==> config.mk <==
export PLATFORM = sky130hd
export DESIGN_NAME = armed_pulse_latch
export DESIGN_NICKNAME = d
export VERILOG_FILES = /design/src/rtl/apl_pkg.sv /design/src/rtl/apl_reset_sync.sv /design/src/rtl/apl_bit_sync.sv /design/src/rtl/apl_rise_detect.sv /design/src/rtl/apl_latch_core.sv /design/src/rtl/armed_pulse_latch.sv
export SDC_FILE = /design/constraint.sdc
export NUM_CORES = 1
export LEC_CHECK = 0
export BUFFER_PORTS_ARGS = -buffer_cell sky130_fd_sc_hd__buf_2
export CORE_AREA = 2 2 39 41
export DETAILED_ROUTE_END_ITERATION = 10
export DIE_AREA = 0 0 41 43
export PLACE_DENSITY = 0.4
export SETUP_SLACK_MARGIN = 0.15
export SYNTH_ARGS = -nofsm -noshare
export SYNTH_HDL_FRONTEND = slang
export SYNTH_SLANG_ARGS = --single-unit
export TNS_END_PERCENT = 50
==> constraint.sdc <==
create_clock -name clk -period 0.8 [get_ports clk]
set_clock_uncertainty 0.15 [all_clocks]
set_input_delay 0.16 -clock clk [delete_from_list [all_inputs] [get_ports clk]]
set_output_delay 0.16 -clock clk [all_outputs]
set_load 0.02 [all_outputs]
==> src/rtl/apl_pkg.sv <==
package apl_pkg;
  typedef enum logic {
    LAT_OFF = 1'b0,
    LAT_ON  = 1'b1
  } lat_state_t;
endpackage

==> src/rtl/apl_reset_sync.sv <==
module apl_reset_sync #(
  parameter int STAGES = 2
) (
  input  logic clk,
  input  logic arst_n,
  output logic srst_n
);
  logic [STAGES-1:0] chain_q;

  always_ff @(posedge clk or negedge arst_n) begin
    if (!arst_n) chain_q <= '0;
    else         chain_q <= {chain_q[STAGES-2:0], 1'b1};
  end

  assign srst_n = chain_q[STAGES-1];
endmodule

==> src/rtl/apl_bit_sync.sv <==
module apl_bit_sync #(
  parameter int STAGES = 2
) (
  input  logic clk,
  input  logic rst_n,
  input  logic d_i,
  output logic q_o
);
  logic [STAGES-1:0] stage_q;

  generate
    for (genvar g = 0; g < STAGES; g++) begin : g_stage
      if (g == 0) begin : g_first
        always_ff @(posedge clk or negedge rst_n) begin
          if (!rst_n) stage_q[g] <= 1'b0;
          else        stage_q[g] <= d_i;
        end
      end else begin : g_next
        always_ff @(posedge clk or negedge rst_n) begin
          if (!rst_n) stage_q[g] <= 1'b0;
          else        stage_q[g] <= stage_q[g-1];
        end
      end
    end
  endgenerate

  assign q_o = stage_q[STAGES-1];
endmodule

==> src/rtl/apl_rise_detect.sv <==
module apl_rise_detect (
  input  logic clk,
  input  logic rst_n,
  input  logic lvl_i,
  output logic rise_o
);
  logic prev_q;
  logic prev_d;

  always_comb prev_d = lvl_i;

  always_ff @(posedge clk or negedge rst_n) begin
    if (!rst_n) prev_q <= 1'b0;
    else        prev_q <= prev_d;
  end

  assign rise_o = lvl_i & ~prev_q;
endmodule

==> src/rtl/apl_latch_core.sv <==
module apl_latch_core
  import apl_pkg::*;
(
  input  logic clk,
  input  logic rst_n,
  input  logic armed_i,
  input  logic rise_i,
  output logic hold_o
);
  lat_state_t state_q, state_d;
  logic       state_en;

  always_comb begin
    state_d = state_q;
    unique case (state_q)
      LAT_OFF: if (armed_i && rise_i) state_d = LAT_ON;
      LAT_ON:  if (!armed_i)          state_d = LAT_OFF;
      default:                        state_d = LAT_OFF;
    endcase
    if (!armed_i) state_d = LAT_OFF;
    state_en = (state_d != state_q);
  end

  always_ff @(posedge clk or negedge rst_n) begin
    if (!rst_n)        state_q <= LAT_OFF;
    else if (state_en) state_q <= state_d;
  end

  assign hold_o = (state_q == LAT_ON);
endmodule

==> src/rtl/armed_pulse_latch.sv <==
module armed_pulse_latch #(
  parameter int SYNC_STAGES  = 2,
  parameter int RESET_STAGES = 2
) (
  input  logic clk,
  input  logic rst_n,
  input  logic pulse_i,
  input  logic arm_i,
  output logic hold_o
);
  logic rst_int_n;
  logic pulse_sync;
  logic arm_sync;
  logic pulse_rise;

  apl_reset_sync #(.STAGES(RESET_STAGES)) u_rst (
    .clk(clk), .arst_n(rst_n), .srst_n(rst_int_n)
  );

  apl_bit_sync #(.STAGES(SYNC_STAGES)) u_sync_pulse (
    .clk(clk), .rst_n(rst_int_n), .d_i(pulse_i), .q_o(pulse_sync)
  );

  apl_bit_sync #(.STAGES(SYNC_STAGES)) u_sync_arm (
    .clk(clk), .rst_n(rst_int_n), .d_i(arm_i), .q_o(arm_sync)
  );

  apl_rise_detect u_rise (
    .clk(clk), .rst_n(rst_int_n), .lvl_i(pulse_sync), .rise_o(pulse_rise)
  );

  apl_latch_core u_core (
    .clk(clk), .rst_n(rst_int_n), .armed_i(arm_sync),
    .rise_i(pulse_rise), .hold_o(hold_o)
  );
endmodule

# == Yosys cells after proc, flatten, opt, wreduce, memory -nomap -nowiden ==
# Index checks and enable logic that the tools add are counted.
# W data, S select, Z words.
# word_totals
in_bits,4
register_bits,8
# op_classes
n_mux,3
bitwise,3
n_eq_ne,1
reduce_logical,1
# op_table
operator,n
$mux W1,2
$not A1 Y1,2
$pmux W1 S2,1
$and A1 B1 Y1,1
$logic_and A1 B1 Y1,1
$ne A1 B1 Y1,1

# == Longest topological paths before layout ==
# logic_depth
depth_word,7
mapped_depth,2

# == Modules after synthesis ==
# A second synthesis with hierarchy kept.
# unflattened
hier_cells,11
hier_area_um2,225.2
# modules_own_cells
mod,n_inst,cells_each,seq_area_each_um2,area_per_inst_um2
apl_bit_sync,2,2,50.0,50.0
apl_reset_sync,1,3,50.0,53.8
apl_rise_detect,1,2,25.0,38.8
apl_latch_core,1,2,25.0,32.5

# == Worst setup path before layout ==
# No wires, ideal clock.
# synth_path
path_kind,register to register
from,reg u_core.state_q (netlist: u_core.hold_o)
to,reg u_core.state_q (netlist: u_core.hold_o)
setup_time_ps,119
period_less_slack_ps,896
t_arrival_ps,628
n_path_buf,0
path_stages_with_launch,2
required_time_ps,531
path_slack_ps,-96
path_cell_list,dfrtp_1 o21a_1
# synth_via
elab_chain_len,4
# synth_lines
item,line,rtl
from (decl),apl_latch_core.sv:10,"lat_state_t state_q, state_d;"
from (signal assigned),apl_latch_core.sv:26,else if (state_en) state_q <= state_d;
$not A1 Y1,--,
$pmux W1 S2,apl_latch_core.sv:15,unique case (state_q)
$mux W1,apl_latch_core.sv:20,if (!armed_i) state_d = LAT_OFF;
$ne A1 B1 Y1,apl_latch_core.sv:21,state_en = (state_d != state_q);
# Several ways; a longest one is shown, not always the timed one.
# A chain may end at the register's enable or synchronous reset.

# == Final worst setup path ==
# layout_path
from,reg u_core.state_q (netlist: u_core.hold_o)
to,out hold_o
# layout_rtl
item,line,rtl
to (decl),armed_pulse_latch.sv:9,output logic hold_o
# No word-level cell between the ends.

==> impl_metrics.sql <==
INSERT INTO impl_metrics (metric_group, metric, value, unit) VALUES
('timing', 'grt_setup_unrepaired', 'yes', ''),
('synth', 'async_flop_share', '100.0', '%'),
('synth', 'ys_dominant_reg_cell', 'sky130_fd_sc_hd__dfrtp_1', ''),
('timing', 'timing.final.crit_period', '1.095', 'ns'),
('global_routing', 'gr-total-overflow', '0', ''),
('clocking', 'post_cts_hold_buffer_count', '1', ''),
('die', 'initial_core_util', '16.27', '%'),
('run', 'timing.max_cap.violations', '0', ''),
('setup_path', 'crit_path_top_delay_cell', 'sky130_fd_sc_hd__dfrtp_2', ''),
('timing', 'timing_hold_violations_final', '8', ''),
('die', 'core_area', '0.001384', 'mm2'),
('synth', 'synth_cell_type_count', '4', ''),
('layout', 'final.fill_count', '147', ''),
('run_status', 'violated_checks', 'hold timing, setup timing', ''),
('routing', 'drc_viols', '0', ''),
('timing', 'post-route-period-util', '136.9', '%'),
('placement', 'placedCellCount', '31', ''),
('die', 'die_w', '41', 'um'),
('global_routing', 'first_global_vias', '136', ''),
('die', 'pin_count', '5', ''),
('synth', 'synthTopCellsByCount', 'sky130_fd_sc_hd__dfrtp_1, sky130_fd_sc_hd__conb_1, sky130_fd_sc_hd__nor2b_4, sky130_fd_sc_hd__o21a_1', ''),
('synth', 'synthDominantAreaCellType', 'sky130_fd_sc_hd__dfrtp_1', ''),
('setup_path', 'crit_required', '0.49', 'ns'),
('clocking', 'tritoncts', 'yes', ''),
('placement', 'io_buffer_count', '4', ''),
('global_routing', 'grt_antenna_before_repair', '0', ''),
('clocking', 'clkLatencyLatePin', '0.25', 'ns'),
('setup_path', 'top_family_by_delay_on_critical_path', 'flip-flops', ''),
('synth', 'yosys.cell_count.top_type', 'sky130_fd_sc_hd__dfrtp_1', ''),
('timing', 'report.final.setup_viol', '2', ''),
('setup_path', 'critical_path.endpoint_type', 'output pin', ''),
('global_routing', 'first_pass_grt_wire_length', '510', 'um'),
('synth', 'synth.yosys.warnings', '0', ''),
('placement', 'finalWeightedCongestion', '0.5914', ''),
('routing', 'detail_route.first_pass.iterations', '2', ''),
('routing', 'via_per_inst', '2.944', ''),
('global_routing', 'grt_start_max_net_pins', '7', ''),
('die', 'rows', '14', ''),
('setup_path', 'startpoint_type', 'flip-flop', ''),
('synth', 'synth_sequential_area_ratio', '88.89', '%'),
('routing', 'drt_iter0_markers', '3', ''),
('power', 'cellLeakagePower', '0.1432', 'nW'),
('layout', 'share_of_post_route_cells_with_drive_strength_above_1', '45.00', '%'),
('clocking', 'cts_num_sinks', '8', ''),
('setup_path', 'worstPathBufferInverterCount', '1', ''),
('synth', 'syn_avg_cell_area', '20.47', 'um2'),
('run_status', 'status', 'finished with violations', ''),
('setup_path', 'cpPeakStageDelay', '0.40', 'ns'),
('layout', 'synthToLayoutAreaGrowth', '37.22', '%'),
('clocking', 'clk_pin_slew_worst_paths', '0.06', 'ns'),
('routing', 'vias_after_detailed_routing', '106', ''),
('synth', 'postSynthNetCount', '15', ''),
('clocking', 'numCtsBuffers', '3', ''),
('synth', 'count_of_mapped_cells_out_of_synthesis', '11', ''),
('hold_path', 'worstHoldPathType', 'in -> reg', ''),
('layout', 'final_net_count', '25', ''),
('timing', 'report.final.slew_viol_count', '0', ''),
('synth', 'synth.ff_latch_count', '8', ''),
('routing', 'drt.antenna.violating_nets', '0', ''),
('die', 'dieArea', '0.001763', 'mm2'),
('setup_path', 'arrival', '0.78', 'ns'),
('power', 'power.density', '2556', 'mW/mm2'),
('setup_path', 'crit_path_max_fanout', '2', ''),
('placement', 'pre_cts_ws', '-0.1090', 'ns'),
('synth', 'mapped_area', '225.2', 'um2'),
('timing', 'worst_hold_slack', '-0.1287', 'ns'),
('die', 'fp.dieH', '43', 'um'),
('timing', 'fin_ws', '-0.2949', 'ns'),
('clocking', 'cts.htree.levels', '1', ''),
('synth', 'synth-edff-count', '0', ''),
('timing', 'max_clock_freq', '913.3', 'MHz'),
('routing', 'wirelength', '263', 'um'),
('global_routing', 'grt_util_all_layers', '4.883', '%'),
('clocking', 'cts_buffer_depth', '2', ''),
('synth', 'netlist.area_leader.share', '88.89', '%'),
('setup_path', 'worst-setup-path-type', 'reg -> out', ''),
('layout', 'final-instance-count-excl-fill', '36', ''),
('synth', 'post_synth_main_area_contributors', 'sky130_fd_sc_hd__dfrtp_1, sky130_fd_sc_hd__nor2b_4, sky130_fd_sc_hd__o21a_1', ''),
('layout', 'insertedDiodeCount', '0', ''),
('setup_path', 'timing.critical_path.cells', 'buf_6', ''),
('power', 'vdd_ir_drop_max', '926.6', 'uV'),
('clocking', 'clock-root-buffer', 'sky130_fd_sc_hd__clkbuf_4', ''),
('routing', 'wl_per_cell', '7.306', 'um');
[cell families after synthesis]
kind of cell | after synthesis | share of synthesized area [%]
DFF | 8 | 88.89
AOI/OAI and AO/OA | 1 | 3.335
and+or+nand+nor | 1 | 6.110
other | 1 | 1.665
[timing repair]
action	in CTS	in global routing
setup endpoints to repair	3	3
setup buffers	0	0
hold endpoints to repair	10	8
pin swaps	0	0
resized for setup	2	0
gates cloned	0	0
[power by group]
part / total (mW) / switching [mW] / internal, mW
Combinational: 0.0308 / 0.0105 / 0.0203
Sequential: 0.441 / 0.0138 / 0.427
Clock: 0.318 / 0.128 / 0.190
Total: 0.790 / 0.153 / 0.637
[metrics by stage]
| step | instance area, um2 | setup TNS, ns | hold WS (ns) | utilization, % | total power, mW |
|---|---|---|---|---|---|
| 2_1_floorplan | 226.5 | -0.08309 | -0.2856 | - | 0.4560 |
| 3_3_place_gp | 266.5 | -0.1344 | -0.2051 | 19.26 | 0.4686 |
| 3_5_place_dp | 266.5 | -0.1520 | -0.2032 | 19.26 | 0.4707 |
| 4_1_cts | 309.0 | -0.4431 | -0.1390 | 22.33 | 0.8108 |
| 5_1_grt | 309.0 | -0.4828 | -0.1451 | 22.33 | 0.8466 |
| 6_report | 309.0 | -0.4211 | -0.1287 | 22.33 | 0.7899 |
[layer usage]
metal / global-route usage (%) / part of all wire, % / vias to the layer above
met3: 6.283 / 13 / 0
li1: - / - / 50
met1: 4.698 / 42 / 49
met4: 2.000 / 0 / 0
met2: 5.938 / 45 / 7
met5: 0 / 0 / -
[cells in the final DEF (no fill, tap or decap), drive strengths merged]
cell type,n
nor2b,1
dlygate4sd3,1
clkbuf,4
conb,1
o21a,1
buf,4
dfrtp,8
[sequential cells by signal, summed over array words and instances, names as in the netlist]
register and cells:
u_rise.prev_q 1, u_sync_arm.stage_q 1, u_sync_pulse.q_o 1, u_sync_arm.q_o 1, u_rst.chain_q 2, u_core.hold_o 1, u_sync_pulse.stage_q 1
[final timing paths]
check / startpoint / endpoint / slack, ns / cells after the start
setup / recovery: u_core.hold_o$_DFFE_PN0P_ / hold_o / -0.29 / 1
setup reg to reg: u_sync_pulse.q_o$_DFF_PN0_ / u_core.hold_o$_DFFE_PN0P_ / -0.13 / 2
hold reg to reg: u_rst.chain_q[1]$_DFF_PN0_ / u_rise.prev_q$_DFF_PN0_ / -0.07 / 0
hold / removal: arm_i / u_sync_arm.stage_q[0]$_DFF_PN0_ / -0.13 / 1
min in group asynchronous: u_rst.chain_q[1]$_DFF_PN0_ / u_rise.prev_q$_DFF_PN0_ / -0.07 / 0
max in group asynchronous: rst_n / u_rst.chain_q[0]$_DFF_PN0_ / 0.33 / 2
[cell type report]
cell class              instances  area, um2  share of cell area (%)
well taps                      16      20.02                   6.478
multi-input cells               3      25.02                   8.097
repair buffers                  5      36.28                   11.74
flip-flops and latches          8      201.4                   65.18
clock buffers                   4      26.28                   8.502
(Power assumes the default switching activity.)
